--- src/rtl/fmd_pkg.sv ---
package fmd_pkg;
  localparam int IDX_W = 12;

  typedef enum logic [3:0] {
    S_IDLE,
    S_FILL,
    S_H1_RD,
    S_H2_RD,
    S_H2_WT,
    S_SLOT,
    S_W0,
    S_W1,
    S_W2
  } fmd_state_e;
endpackage

--- src/rtl/fmd_byte_ram.sv ---
module fmd_byte_ram #(
  parameter int DEPTH = 64,
  parameter int AW    = $clog2(DEPTH)
) (
  input  logic          clk,
  input  logic          we,
  input  logic [AW-1:0] waddr,
  input  logic [7:0]    wdata,
  input  logic [AW-1:0] raddr,
  output logic [7:0]    rdata
);
  logic [7:0] mem [DEPTH];

  always_ff @(posedge clk) begin
    if (we) mem[waddr] <= wdata;
    rdata <= mem[raddr];
  end
endmodule

--- src/rtl/fmd_hdr_decode.sv ---
module fmd_hdr_decode (
  input  logic [7:0] first_b,
  input  logic [7:0] second_b,
  output logic       is_end,
  output logic       two_byte,
  output logic [6:0] blk,
  output logic [3:0] wen_n
);
  always_comb begin
    two_byte = (first_b[4:0] == 5'h0F);
    is_end   = (first_b == 8'hFF) || (two_byte && (second_b == 8'hFF));
    if (two_byte) begin
      blk   = {second_b[7:4], first_b[7:5]};
      wen_n = second_b[3:0];
    end else begin
      blk   = {3'b000, first_b[7:4]};
      wen_n = first_b[3:0];
    end
  end
endmodule

--- src/rtl/fmd_walker.sv ---
module fmd_walker
  import fmd_pkg::*;
#(
  parameter int PHYS_SIZE = 64,
  parameter int PROT_SIZE = 8,
  parameter int LOG_SIZE  = 64,
  parameter int PA_W      = $clog2(PHYS_SIZE),
  parameter int LA_W      = $clog2(LOG_SIZE)
) (
  input  logic            clk,
  input  logic            rst_n,
  input  logic            start,
  output logic            busy,
  output logic            done,
  output logic            err,
  output logic [PA_W-1:0] phys_raddr,
  input  logic [7:0]      phys_rdata,
  output logic            log_we,
  output logic [LA_W-1:0] log_waddr,
  output logic [7:0]      log_wdata
);
  localparam logic [IDX_W-1:0] USABLE    = IDX_W'(PHYS_SIZE - PROT_SIZE);
  localparam logic [IDX_W-1:0] PHYS_LIM  = IDX_W'(PHYS_SIZE);
  localparam logic [IDX_W-1:0] LOG_LIM   = IDX_W'(LOG_SIZE);
  localparam logic [LA_W-1:0]  LAST_FILL = LA_W'(LOG_SIZE - 1);

  fmd_state_e       state;
  logic [IDX_W-1:0] phy_idx;
  logic [LA_W-1:0]  fill_cnt;
  logic [2:0]       slot;
  logic [6:0]       blk_q;
  logic [3:0]       wen_q;
  logic [7:0]       hdr1_q;
  logic             h2_oob;
  logic             done_q;
  logic             err_q;

  logic [7:0]       hdr2;
  logic             d_end;
  logic             d_two;
  logic [6:0]       d_blk;
  logic [3:0]       d_wen;
  logic [IDX_W-1:0] log_idx;
  logic [IDX_W-1:0] phy_nxt;

  assign hdr2    = h2_oob ? 8'hFF : phys_rdata;
  assign log_idx = IDX_W'({blk_q, 3'b000}) + IDX_W'({slot, 1'b0});
  assign phy_nxt = phy_idx + IDX_W'(1);

  fmd_hdr_decode hdr_i (
    .first_b  (hdr1_q),
    .second_b (hdr2),
    .is_end   (d_end),
    .two_byte (d_two),
    .blk      (d_blk),
    .wen_n    (d_wen)
  );

  always_ff @(posedge clk) begin
    if (!rst_n) begin
      state    <= S_IDLE;
      phy_idx  <= '0;
      fill_cnt <= '0;
      slot     <= '0;
      blk_q    <= '0;
      wen_q    <= '1;
      hdr1_q   <= 8'hFF;
      h2_oob   <= 1'b0;
      done_q   <= 1'b0;
      err_q    <= 1'b0;
    end else begin
      done_q <= 1'b0;
      case (state)
        S_IDLE: if (start) begin
          err_q    <= 1'b0;
          fill_cnt <= '0;
          state    <= S_FILL;
        end
        S_FILL: begin
          fill_cnt <= fill_cnt + LA_W'(1);
          if (fill_cnt == LAST_FILL) begin
            phy_idx <= '0;
            state   <= S_H1_RD;
          end
        end
        S_H1_RD: begin
          if (phy_idx >= USABLE) begin
            done_q <= 1'b1;
            state  <= S_IDLE;
          end else begin
            state <= S_H2_RD;
          end
        end
        S_H2_RD: begin
          hdr1_q <= phys_rdata;
          h2_oob <= (phy_nxt >= PHYS_LIM);
          state  <= S_H2_WT;
        end
        S_H2_WT: begin
          if (d_end) begin
            done_q <= 1'b1;
            state  <= S_IDLE;
          end else begin
            blk_q   <= d_blk;
            wen_q   <= d_wen;
            phy_idx <= phy_idx + (d_two ? IDX_W'(2) : IDX_W'(1));
            slot    <= '0;
            state   <= S_SLOT;
          end
        end
        S_SLOT: begin
          if (slot[2]) begin
            state <= S_H1_RD;
          end else if (wen_q[slot[1:0]]) begin
            slot <= slot + 3'd1;
          end else if ((phy_idx + IDX_W'(2) > USABLE) ||
                       (log_idx + IDX_W'(2) > LOG_LIM)) begin
            err_q  <= 1'b1;
            done_q <= 1'b1;
            state  <= S_IDLE;
          end else begin
            state <= S_W0;
          end
        end
        S_W0: state <= S_W1;
        S_W1: state <= S_W2;
        S_W2: begin
          phy_idx <= phy_idx + IDX_W'(2);
          slot    <= slot + 3'd1;
          state   <= S_SLOT;
        end
        default: state <= S_IDLE;
      endcase
    end
  end

  always_comb begin
    phys_raddr = '0;
    log_we     = 1'b0;
    log_waddr  = '0;
    log_wdata  = 8'hFF;
    case (state)
      S_FILL: begin
        log_we    = 1'b1;
        log_waddr = fill_cnt;
      end
      S_H1_RD: phys_raddr = phy_idx[PA_W-1:0];
      S_H2_RD: if (phy_nxt < PHYS_LIM) phys_raddr = phy_nxt[PA_W-1:0];
      S_W0:    phys_raddr = phy_idx[PA_W-1:0];
      S_W1: begin
        phys_raddr = phy_nxt[PA_W-1:0];
        log_we     = 1'b1;
        log_waddr  = log_idx[LA_W-1:0];
        log_wdata  = phys_rdata;
      end
      S_W2: begin
        log_we    = 1'b1;
        log_waddr = log_idx[LA_W-1:0] + LA_W'(1);
        log_wdata = phys_rdata;
      end
      default: ;
    endcase
  end

  assign busy = (state != S_IDLE);
  assign done = done_q;
  assign err  = err_q;
endmodule

--- src/rtl/fuse_map_decoder.sv ---
module fuse_map_decoder #(
  parameter int PHYS_SIZE = 64,
  parameter int PROT_SIZE = 8,
  parameter int LOG_SIZE  = 64,
  parameter int PA_W      = $clog2(PHYS_SIZE),
  parameter int LA_W      = $clog2(LOG_SIZE)
) (
  input  logic            clk,
  input  logic            rst_n,
  input  logic            start,
  output logic            busy,
  output logic            done,
  output logic            err,
  input  logic            ld_valid,
  output logic            ld_ready,
  input  logic [PA_W-1:0] ld_addr,
  input  logic [7:0]      ld_data,
  input  logic [LA_W-1:0] rd_addr,
  output logic [7:0]      rd_data
);
  logic [PA_W-1:0] phys_raddr;
  logic [7:0]      phys_rdata;
  logic            log_we;
  logic [LA_W-1:0] log_waddr;
  logic [7:0]      log_wdata;

  assign ld_ready = !busy;

  fmd_byte_ram #(.DEPTH(PHYS_SIZE), .AW(PA_W)) phys_ram_i (
    .clk   (clk),
    .we    (ld_valid && ld_ready),
    .waddr (ld_addr),
    .wdata (ld_data),
    .raddr (phys_raddr),
    .rdata (phys_rdata)
  );

  fmd_byte_ram #(.DEPTH(LOG_SIZE), .AW(LA_W)) log_ram_i (
    .clk   (clk),
    .we    (log_we),
    .waddr (log_waddr),
    .wdata (log_wdata),
    .raddr (rd_addr),
    .rdata (rd_data)
  );

  fmd_walker #(
    .PHYS_SIZE (PHYS_SIZE),
    .PROT_SIZE (PROT_SIZE),
    .LOG_SIZE  (LOG_SIZE),
    .PA_W      (PA_W),
    .LA_W      (LA_W)
  ) walker_i (
    .clk        (clk),
    .rst_n      (rst_n),
    .start      (start),
    .busy       (busy),
    .done       (done),
    .err        (err),
    .phys_raddr (phys_raddr),
    .phys_rdata (phys_rdata),
    .log_we     (log_we),
    .log_waddr  (log_waddr),
    .log_wdata  (log_wdata)
  );
endmodule

--- config.mk ---
export PLATFORM = sky130hd
export DESIGN_NAME = fuse_map_decoder
export DESIGN_NICKNAME = d
export VERILOG_FILES = /design/src/rtl/fmd_pkg.sv /design/src/rtl/fmd_byte_ram.sv /design/src/rtl/fmd_hdr_decode.sv /design/src/rtl/fmd_walker.sv /design/src/rtl/fuse_map_decoder.sv
export SDC_FILE = /design/constraint.sdc
export NUM_CORES = 1
export LEC_CHECK = 0
export BUFFER_PORTS_ARGS = -buffer_cell sky130_fd_sc_hd__buf_2
export CAP_MARGIN = 40
export CELL_PAD_IN_SITES_DETAIL_PLACEMENT = 0
export CELL_PAD_IN_SITES_GLOBAL_PLACEMENT = 2
export CORE_ASPECT_RATIO = 1.1
export CORE_MARGIN = 3
export CORE_UTILIZATION = 48
export CTS_CLUSTER_SIZE = 40
export DETAILED_ROUTE_END_ITERATION = 6
export PLACE_DENSITY = 0.9
export SLEW_MARGIN = 20
export SYNTH_ARGS = -nofsm -noshare
export SYNTH_HDL_FRONTEND = slang
export SYNTH_SLANG_ARGS = --single-unit
--- constraint.sdc ---
create_clock -name clk -period 4.67 [get_ports clk]
set_clock_uncertainty 0.2 [all_clocks]
set_input_delay 0.7005 -clock clk [delete_from_list [all_inputs] [get_ports clk]]
set_output_delay 0.7005 -clock clk [all_outputs]
set_load 0.01 [all_outputs]
Yosys cells after proc, flatten, opt, wreduce, memory -nomap -nowiden --
Memory sizes are Yosys's and may differ from the RTL's. A register that Yosys moved wholly into a read port is not among the register bits. Cells that the tools add are included.
Storage, ports and cells: flip-flop bits (word level) 47, bits in writable memories 1024, bits of input ports 24, output and inout bits 12, logic and storage cells 112, memories kept 2
Operators by class: add/subtract/negate cells 8, magnitude comparators 6, eq/ne operators 20, mux-type cells 43, bitwise logic cells 1, reduce and logical (&&, ||, !) cells 21
Memory list:
- log_ram_i.mem | depth 64, width 8, read ports 1, clocked after memory_dff 1, write ports 1, line fmd_byte_ram.sv:12 | logic [7:0] mem [DEPTH];
- phys_ram_i.mem | depth 64, width 8, read ports 1, clocked after memory_dff 1, write ports 1, line fmd_byte_ram.sv:12
Operators with widths (count):
- case mux 12 bit (3 select lines) | 1
- case mux 4 bit (9 select lines) | 1
- case mux 6 bit (3 select lines) | 2
- adder 12 x 2 -> 12 bit (second input constant) | 2
- 2-to-1 mux 12 bit | 2
- 2-to-1 mux 4 bit | 5
- equality test 4 x 3 -> 1 bit (second input constant) | 4
- equality test 8 bit (second input constant) | 2
- 2-to-1 mux 8 bit | 2
- 2-to-1 mux 1 bit | 15
- 2-to-1 mux 3 bit | 5
- adder 12 x 1 -> 12 bit (second input constant) | 1
- adder 12 bit | 1
- adder 6 x 1 -> 6 bit (second input constant) | 2
- >= comparator 12 x 6 -> 1 bit (second input constant) | 1
- >= comparator 12 x 7 -> 1 bit (second input constant) | 1
- greater-than comparator 12 x 6 -> 1 bit (second input constant) | 1
- greater-than comparator 12 x 7 -> 1 bit (second input constant) | 1
- < comparator 12 x 7 -> 1 bit (second input constant) | 1
- 2-to-1 mux 6 bit | 2
- case mux 6 bit (2 select lines) | 1
- adder 10 x 4 -> 11 bit | 1
- case mux 3 bit (3 select lines) | 1
- equality test 4 x 2 -> 1 bit (second input constant) | 2
- 28 further kinds | 42

Depth between registers and ports, before layout --
Gate-level depths: netlist of the first run.
word-level depth 8, depth in mapped cells 15, mapped depth without buffers 12

Hierarchy --
From an unflattened synthesis of the first run, not the netlist that was laid out.
Unflattened totals: cells, all modules 2377, area, all modules 43912.1 um^2
Modules (own cells, without submodules):
- fmd_byte_ram | times used 2, cells an instance 940, area each 20166.8 um^2, seq. area each 15534.9 um^2
- fmd_walker | times used 1, cells an instance 474, area each 3409.5 um^2, seq. area each 940.9 um^2
- fmd_hdr_decode | times used 1, cells an instance 21, area each 158.9 um^2, seq. area each 0.0 um^2
- fuse_map_decoder | times used 1, cells an instance 2, area each 10.0 um^2, seq. area each 0.0 um^2

Worst setup path after synthesis of the first run --
Ideal clock, no wire load.
path type register to register, from register walker_i.phy_idx[1], to register phys_ram_i.rdata[0], read port of phys_ram_i.mem, library setup time 95 ps, arrival 3261 ps, required time 4375 ps, slack 1113 ps, stages on the path, launching flop included 16, path buffers 4, clock period less this slack 3557 ps, cell sequence dfxtp_1 -> ha_1 -> buf_2 -> nand4_2 -> or3_1 -> a31o_1 -> a31o_2 -> a21o_1 -> buf_6 -> buf_6 -> buf_4 -> mux2i_1 -> mux2_2 -> o221ai_1 -> o22ai_1 -> a221oi_1
On the way: cells in the longest elaborated chain, start to end 4
RTL lines:
- start, declared | line fmd_walker.sv:28 | logic [IDX_W-1:0] phy_idx;
- start signal, assigned | line fmd_walker.sv:106 | phy_idx <= phy_idx + (d_two ? IDX_W'(2) : IDX_W'(1));
- start signal, assigned | line fmd_walker.sv:128 | phy_idx <= phy_idx + IDX_W'(2);
- adder 12 x 1 -> 12 bit | line fmd_walker.sv:48 | assign phy_nxt = phy_idx + IDX_W'(1);
- < comparator 12 x 7 -> 1 bit | line fmd_walker.sv:148 | S_H2_RD: if (phy_nxt < PHYS_LIM) phys_raddr = phy_nxt[PA_W-1:0];
- 2-to-1 mux 6 bit | line fmd_walker.sv:148
- case mux 6 bit (3 select lines) * | line fmd_walker.sv:142 | case (state)
- end, declared | line fmd_byte_ram.sv:10 | output logic [7:0] rdata
Every way passes the cells marked *; elsewhere a longest branch is shown, timed or not. A chain may end at the register's enable or synchronous reset.

Worst setup path in the final report of the first run --
from register walker_i.phy_idx[1], to register phys_ram_i.rdata[4], read port of phys_ram_i.mem
Same word-level chain as after synthesis.

==> flow_summary.yaml, run 1 <==
run_status:
  status: "completed"
worst_setup_path:
  crit_path_frequent_cell: "a21oi_1"
  cp_slowest_cell: "a21oi_1"
  cp.required_ns: 5.04
  cp.depth: 13
  cp_num_buf_inv: 2
  cp_max_fo: 79
  cp_slowest_stage_delay_ns: 0.42
  worstSetupPathType: "reg -> reg"
  cp-start-kind: "flop"
  path_cells: "ha_1 > nand4_2 > or3_1 > a31o_1 > nand4_1 > buf_4 > and2_4 > buf_12 > a21oi_1 > a221o_1 > a21oi_1 > o22ai_1 > a221oi_1"
  end_kind: "flop"
  arrival_ns: 4.74
  cpLargestDelayFamily: "compound AO/OA/AOI/OAI gates"
  worstRegToRegCells: 13
min_path:
  hold_class: "in -> reg"
  hold_depth: 3
clock_network:
  clk_pin_slew_ns: 0.06
  cts_sinks: 1087
  clock_latency_ns: 0.68
  cts_made_buffers: 103
  post_cts_buffers: 0
  cts_resized: 0
  htreeDepth: 3
  hold_buffers: 0
  clockRootBuffer: "clkbuf_16"
  cts_tree: "built"
  max-clock-path-buffers: 3
place:
  io_buffers: 35
  gp_congestion: 0.907
  hpwl_mm: 67.4
  dpl_cell_area_um2: 46500
die:
  die_height_um: 324
  initial_core_util_pct: 48.5
  die_area_um2: 95700
  pin_count: 36
  core_um2: 91100
  fp-row-count: 116
  die_w_um: 295
synth:
  ys_ff_latch: 1087
  synthesis.nets: 2738
  yosysTopAreaCell: "edfxtp_1"
  synthArstFlopShare_pct: 0
  seq_area_frac_synth_pct: 72.5
  ys_warn_count: 0
  yosysUniqueCellTypes: 68
  synth_most_common_cell: "edfxtp_1"
  synth_area_per_cell_um2: 16.3
  synth_commonest_cells: "1024 x edfxtp_1, 324 x nand2_1, 206 x nor2_1, 169 x mux4_2"
  synth_top_area_share_pct: 69.6
  postSynthCellCount: 2703
  synth_edf_count: 1024
  netlist_area_um2: 44200
  synthTopCellsByArea: "edfxtp_1 70%, mux4_2 8.6%, dfxtp_1 2.9%, nand2_1 2.8%, mux2i_1 2.3%"
  synth_ff_type: "edfxtp_1"
power:
  power.density_nw_per_um2: 412
  max-vdd-ir-drop_mv: 0.321
  p_leak_nw: 17.0
route:
  viasPerCell: 6.04
  drtPass1Iterations: 6
  ant_nets: 0
  wl_mm: 106
  num_vias: 24800
  drc: 0
  drtIter0Drc: 2718
  wire_per_inst_um: 25.7
timing:
  setup-tns-final_ns: 0
  tightestPinTransition_ns: 0.882
  relSlewSlack_pct: 41.0
  rsz0062_at_grt: "false"
  fmax_ghz: 0.229
  hold_ws_ns: 0.159
  finalMaxSlewViolations: 0
  setup_viol: 0
  hold_viol_final: 0
  min_period_ns: 4.37
  fin_crit_sh_pct: 93.6
global_routing:
  grt_start_max_net_pins: 80
  grt_first_pass_wirelength_mm: 159
  antenna_found_initial: 1
  first_global_vias: 24600
  grt-ovfl-total: 0
  grt_usage_pct: 22.1
cells_and_area:
  n_fill_cell: 6968
  drive_gt1_share_pct: 20.1
  fin_area_um2: 50200
  syn2layout_area_growth_pct: 13.6
  nNetsFinal: 2879
job:
  max_cap_violations: 0
[per-layer routing]
layer | track usage [%] | part of all wire, %
met2 | 38.1 | 50
met4 | 8.10 | 3.7
met5 | 0 | 0
met1 | 29.0 | 39
met3 | 2.90 | 6.7
[layout make-up]
type	count	area [µm²]	share of cell area, %
inverters	12	45.0	0.0898
multi-input cells	1437	11400	22.8
clock inverters	65	732	1.46
clock buffers	126	2710	5.41
repair buffers	203	1780	3.54
well taps	1180	1480	2.94
flip-flops and latches	1087	32000	63.8
diodes	2	5.00	0.00997
[report_power, final]
group	internal [mW]	leakage (nW)	switching [mW]
Sequential	10.7	10.5	0.0623
Combinational	0.528	4.80	0.958
Clock	4.83	1.69	3.62
Total	16.0	17.0	4.64
[path summary, 6_finish.rpt]
path	slack [ns]	startpoint	to
hold reg to reg	0.28	walker_i.wen_q[2]	walker_i.wen_q[2]
setup reg to reg	0.30	walker_i.phy_idx[1]	phys_ram_i.rdata[4]
hold / removal	0.16	start	walker_i.err
setup / recovery	0.30	walker_i.phy_idx[1]	phys_ram_i.rdata[4]
[cells in the final DEF (no fill, tap or decap), types with 33 or more instances in the layout]
master	Yosys	routed
buf_2	26	33
buf_4	13	144
o21ai_0	42	42
nand3_1	82	82
edfxtp_1	1024	1024
a211oi_1	38	38
mux2i_1	100	100
mux4_2	169	169
and3_1	47	47
a311oi_1	42	42
nor2_1	206	205
a21oi_1	90	89
clkbuf_16	0	103
dfxtp_1	63	63
nand2_1	324	323
[registers in the layout, indices dropped and copies added, names as in the netlist]
register / flops
phys_ram_i.mem: 512
walker_i.slot: 3
walker_i.phy_idx: 12
walker_i.wen_q: 4
log_ram_i.mem: 512
walker_i.done: 1
walker_i.hdr1_q: 8
walker_i.state: 4
walker_i.h2_oob: 1
walker_i.err: 1
walker_i.blk_q: 7
phys_ram_i.rdata: 8
log_ram_i.rdata: 8
walker_i.fill_cnt: 6
[logic make-up (layout without fill, tap and decap cells)]
logic type	Yosys count	count (layout)	synth area share, %
and+or+nand+nor	746	746	7.37
other	0	2	0
DFF	1087	1087	72.5
buffers and inverters	179	406	1.79
xor gates and xnor gates	11	11	0.218
AOI/OAI and AO/OA	368	368	6.11
adders and majority gates	11	11	0.329
muxes	301	301	11.7
[worst register-to-register path: stages (launching register included)]
cell	delay [ns]
dfxtp_1	0.34
ha_1	0.34
nand4_2	0.22
or3_1	0.41
a31o_1	0.24
nand4_1	0.10
buf_4	0.28
and2_4	0.43
buf_12	0.36
a21oi_1	0.12
a221o_1	0.33
a21oi_1	0.42
o22ai_1	0.16
a221oi_1	0.32
[metrics by stage]
| stage | total power, mW | utilization [%] | cells | setup WS [ns] |
|---|---|---|---|---|
| global placement | 12.4 | 51.0 | 3903 | 0.493 |
| detailed placement | 12.4 | 51.0 | 3906 | 0.425 |
| floorplan | 11.8 | - | 2703 | 1.11 |
| global route | 21.3 | 55.0 | 4110 | 0.147 |
| finish | 20.7 | 55.1 | 4112 | 0.298 |
| CTS | 20.8 | 54.8 | 4097 | 0.374 |
(Power assumes the default switching activity.)
==> run 2: changes to the inputs <==
--- a/config.mk
+++ b/config.mk
@@ -5,13 +5,14 @@
 export SDC_FILE = /design/constraint.sdc
 export NUM_CORES = 1
 export LEC_CHECK = 0
+export ABC_AREA = 1
 export BUFFER_PORTS_ARGS = -buffer_cell sky130_fd_sc_hd__buf_2
 export CAP_MARGIN = 40
 export CELL_PAD_IN_SITES_DETAIL_PLACEMENT = 0
 export CELL_PAD_IN_SITES_GLOBAL_PLACEMENT = 2
 export CORE_ASPECT_RATIO = 1.1
 export CORE_MARGIN = 3
-export CORE_UTILIZATION = 48
+export CORE_UTILIZATION = 44
 export CTS_CLUSTER_SIZE = 40
 export DETAILED_ROUTE_END_ITERATION = 6
 export PLACE_DENSITY = 0.9
==> run 2 against run 1 <==
First-iteration DRC count up 5.6%. Combinational power up 140%. Clock power about the same. Sequential cell count unchanged. Highest routed layer unchanged. Worst hold slack better by 0.0036 ns. Utilization down 5.3 points. Cell count up 30%. Die area up 13%. Via count up 22%.
==> flow_summary.yaml, run 2 <==
cells_and_area:
  reg_top3: "log_ram_i.mem x512, phys_ram_i.mem x512, walker_i.phy_idx x12"
  n_fill_cell: 9004
  drive_gt1_share_pct: 11.5
  layout_common_cells: "1024 x edfxtp_1, 650 x nand3_1, 524 x nor2_1"
  final_common_cell: "edfxtp_1"
  syn2layout_area_growth_pct: 11.8
  nNetsFinal: 3934
  seqCellArea_um2: 32000
  antenna_cells: 0
  multi_input_area_um2: 12000
timing:
  hold_viol_final: 0
  setup-tns-final_ns: 0
  setup_viol: 0
  fin_crit_sh_pct: 88.1
  finalMaxSlewViolations: 0
  tightestPinTransition_ns: 0.874
  hold_ws_ns: 0.163
  worst_slack_ns: 0.556
  rsz0062_at_grt: "false"
  min_period_ns: 4.11
  relSlewSlack_pct: 41.5
  fmax_ghz: 0.243
route:
  num_vias: 30300
  viasPerCell: 5.64
  drc: 0
  ant_nets: 0
  drtIter0Drc: 2869
  drtPass1Iterations: 5
  wl_mm: 119
  wire_per_inst_um: 22.2
clock_network:
  hold_buffers: 0
  cts_made_buffers: 108
  cts_sinks: 1087
  clockRootBuffer: "clkbuf_16"
  cts_tree: "built"
  clock_latency_ns: 0.70
  max-clock-path-buffers: 3
  cts_resized: 0
  post_cts_buffers: 0
  clk_pin_slew_ns: 0.06
  htreeDepth: 3
min_path:
  hold_depth: 1
  hold_class: "in -> reg"
global_routing:
  antenna_found_initial: 0
  grt-ovfl-total: 0
  grt_start_max_net_pins: 129
  grt_usage_pct: 21.9
  first_global_vias: 29100
  grt_first_pass_wirelength_mm: 182
die:
  core_um2: 103000
  die_height_um: 344
  die_area_um2: 108000
  die_w_um: 313
  pin_count: 36
  fp-row-count: 123
  initial_core_util_pct: 44.5
power:
  swShare_pct: 27.6
  p_sw_mw: 6.30
  max-vdd-ir-drop_mv: 0.370
  combPwrFrac_pct: 15.5
  clockPowerShare_pct: 36.9
  p_seq_share_pct: 47.6
  p_leak_nw: 18.6
  power.density_nw_per_um2: 447
  internal_power_mw: 16.5
synth:
  synth_edf_count: 1024
  synth_commonest_cells: "1024 x edfxtp_1, 650 x nand3_1, 524 x nor2_1, 483 x nand2_1, 357 x o21ai_0"
  ys_warn_count: 0
  synthArstFlopShare_pct: 0
  synth_top_area_share_pct: 67.3
  yosysTopAreaCell: "edfxtp_1"
  seq_area_frac_synth_pct: 70.1
  synth_most_common_cell: "edfxtp_1"
  synth_ff_type: "edfxtp_1"
  yosysUniqueCellTypes: 42
  synthesis.nets: 3889
  netlist_area_um2: 45700
  synthTopCellsByArea: "edfxtp_1 67%, nand3_1 7.1%, nor2_1 4.3%, nand2_1 4.0%, o21ai_0 3.9%"
  synth_area_per_cell_um2: 11.9
  ys_ff_latch: 1087
  postSynthCellCount: 3854
worst_setup_path:
  cp-start-kind: "flop"
  worstSetupPathType: "reg -> reg"
  path_cells: "ha_1 > nand2_1 > nor2_2 > nand2_1 > nand2_1 > nand2_1 > nand2_1 > nor2_4 > nand3_4 > buf_4 > buf_4 > buf_12 > nand3_1 > nand3_1 > nand3_1 > nand3_1 > nand3_1 > nand2_1 > nand2_1 > nand2_1"
  crit_path_frequent_cell: "nand2_1"
  cp_slowest_stage_delay_ns: 0.62
  worstRegToRegCells: 20
  cp_max_fo: 60
  cp.required_ns: 5.12
  end_kind: "flop"
  arrival_ns: 4.56
  cp_slowest_cell: "buf_4"
place:
  place_ws_ns: 0.508
  gp_congestion: 0.805
  io_buffers: 35
  hpwl_mm: 69.6
job:
  max_cap_violations: 0
run_status:
  status: "completed"
[run 2: cell types whose count changed after synthesis, sizes merged, moves of 37 or more]
cell and change:
nor2 +328, nand2 +162, nand3 +659, a211oi -37, a311oi -42, o21ai +316
inv +83, and3 -47, buf +51, mux2i -100, a21oi -55, o22ai +134
mux4 -169
[run 2: logic make-up after synthesis]
logic type,share of synthesized area [%]
xor+xnor,0.326
flops,70.1
compound gates,7.53
simple gates,17.9
buf+inv,3.78
fa+ha+maj,0.318
[run 2: cell type report]
type / instances / area share, %
Multi-Input combinational cell: 2418 / 23.5
Inverter: 101 / 0.760
Clock inverter: 57 / 1.04
Sequential cell: 1087 / 62.7
Tap cell: 1375 / 3.37
Clock buffer: 144 / 5.66
Timing Repair Buffer: 183 / 2.99
[run 2: worst paths after layout]
kind | slack [ns] | from | to
worst max register to register | 0.56 | walker_i.phy_idx[0] | phys_ram_i.rdata[1]
worst max-delay path | 0.56 | walker_i.phy_idx[0] | phys_ram_i.rdata[1]
worst min-delay path | 0.16 | ld_data[6] | phys_ram_i.mem[19][6]
worst min register to register | 0.28 | walker_i.wen_q[1] | walker_i.wen_q[1]
[run 2: power by group through the flow]
stage | Sequential (mW) | Combinational (mW) | Clock (mW)
finish | 10.8 | 3.54 | 8.42
global route | 10.9 | 3.91 | 8.94
CTS | 10.8 | 3.52 | 8.56
detailed placement | 11.1 | 3.51 | 0
global placement | 11.1 | 3.51 | 0
floorplan | 11.0 | 2.62 | 0
[run 2: critical path, delay by kind of cell (launching register included)]
kind / cells / cell delay [ns]
adders and majority gates: 1 / 0.23
buffers and inverters: 3 / 1.45
and+or+nand+nor: 16 / 1.65
DFF: 1 / 0.50
[run 2: routing by layer]
metal / global-route usage (%) / vias to the layer above / wire (µm)
li1: - / 14100 / -
met1: 28.6 / 14900 / 49000
met2: 38.0 / 1014 / 59800
met3: 2.69 / 197 / 6740
met4: 7.74 / 0 / 3710
met5: 0 / - / 0
[run 2: stage by stage]
stage / instance area [µm²] / power, mW / util [%] / instances
6_report: 51100 / 22.8 / 49.7 / 5365
5_1_grt: 51100 / 23.7 / 49.7 / 5365
4_1_cts: 50900 / 22.9 / 49.6 / 5345
3_5_place_dp: 47400 / 14.6 / 46.2 / 5144
3_3_place_gp: 47300 / 14.6 / 46.1 / 5135
2_1_floorplan: 45700 / 13.6 / - / 3854
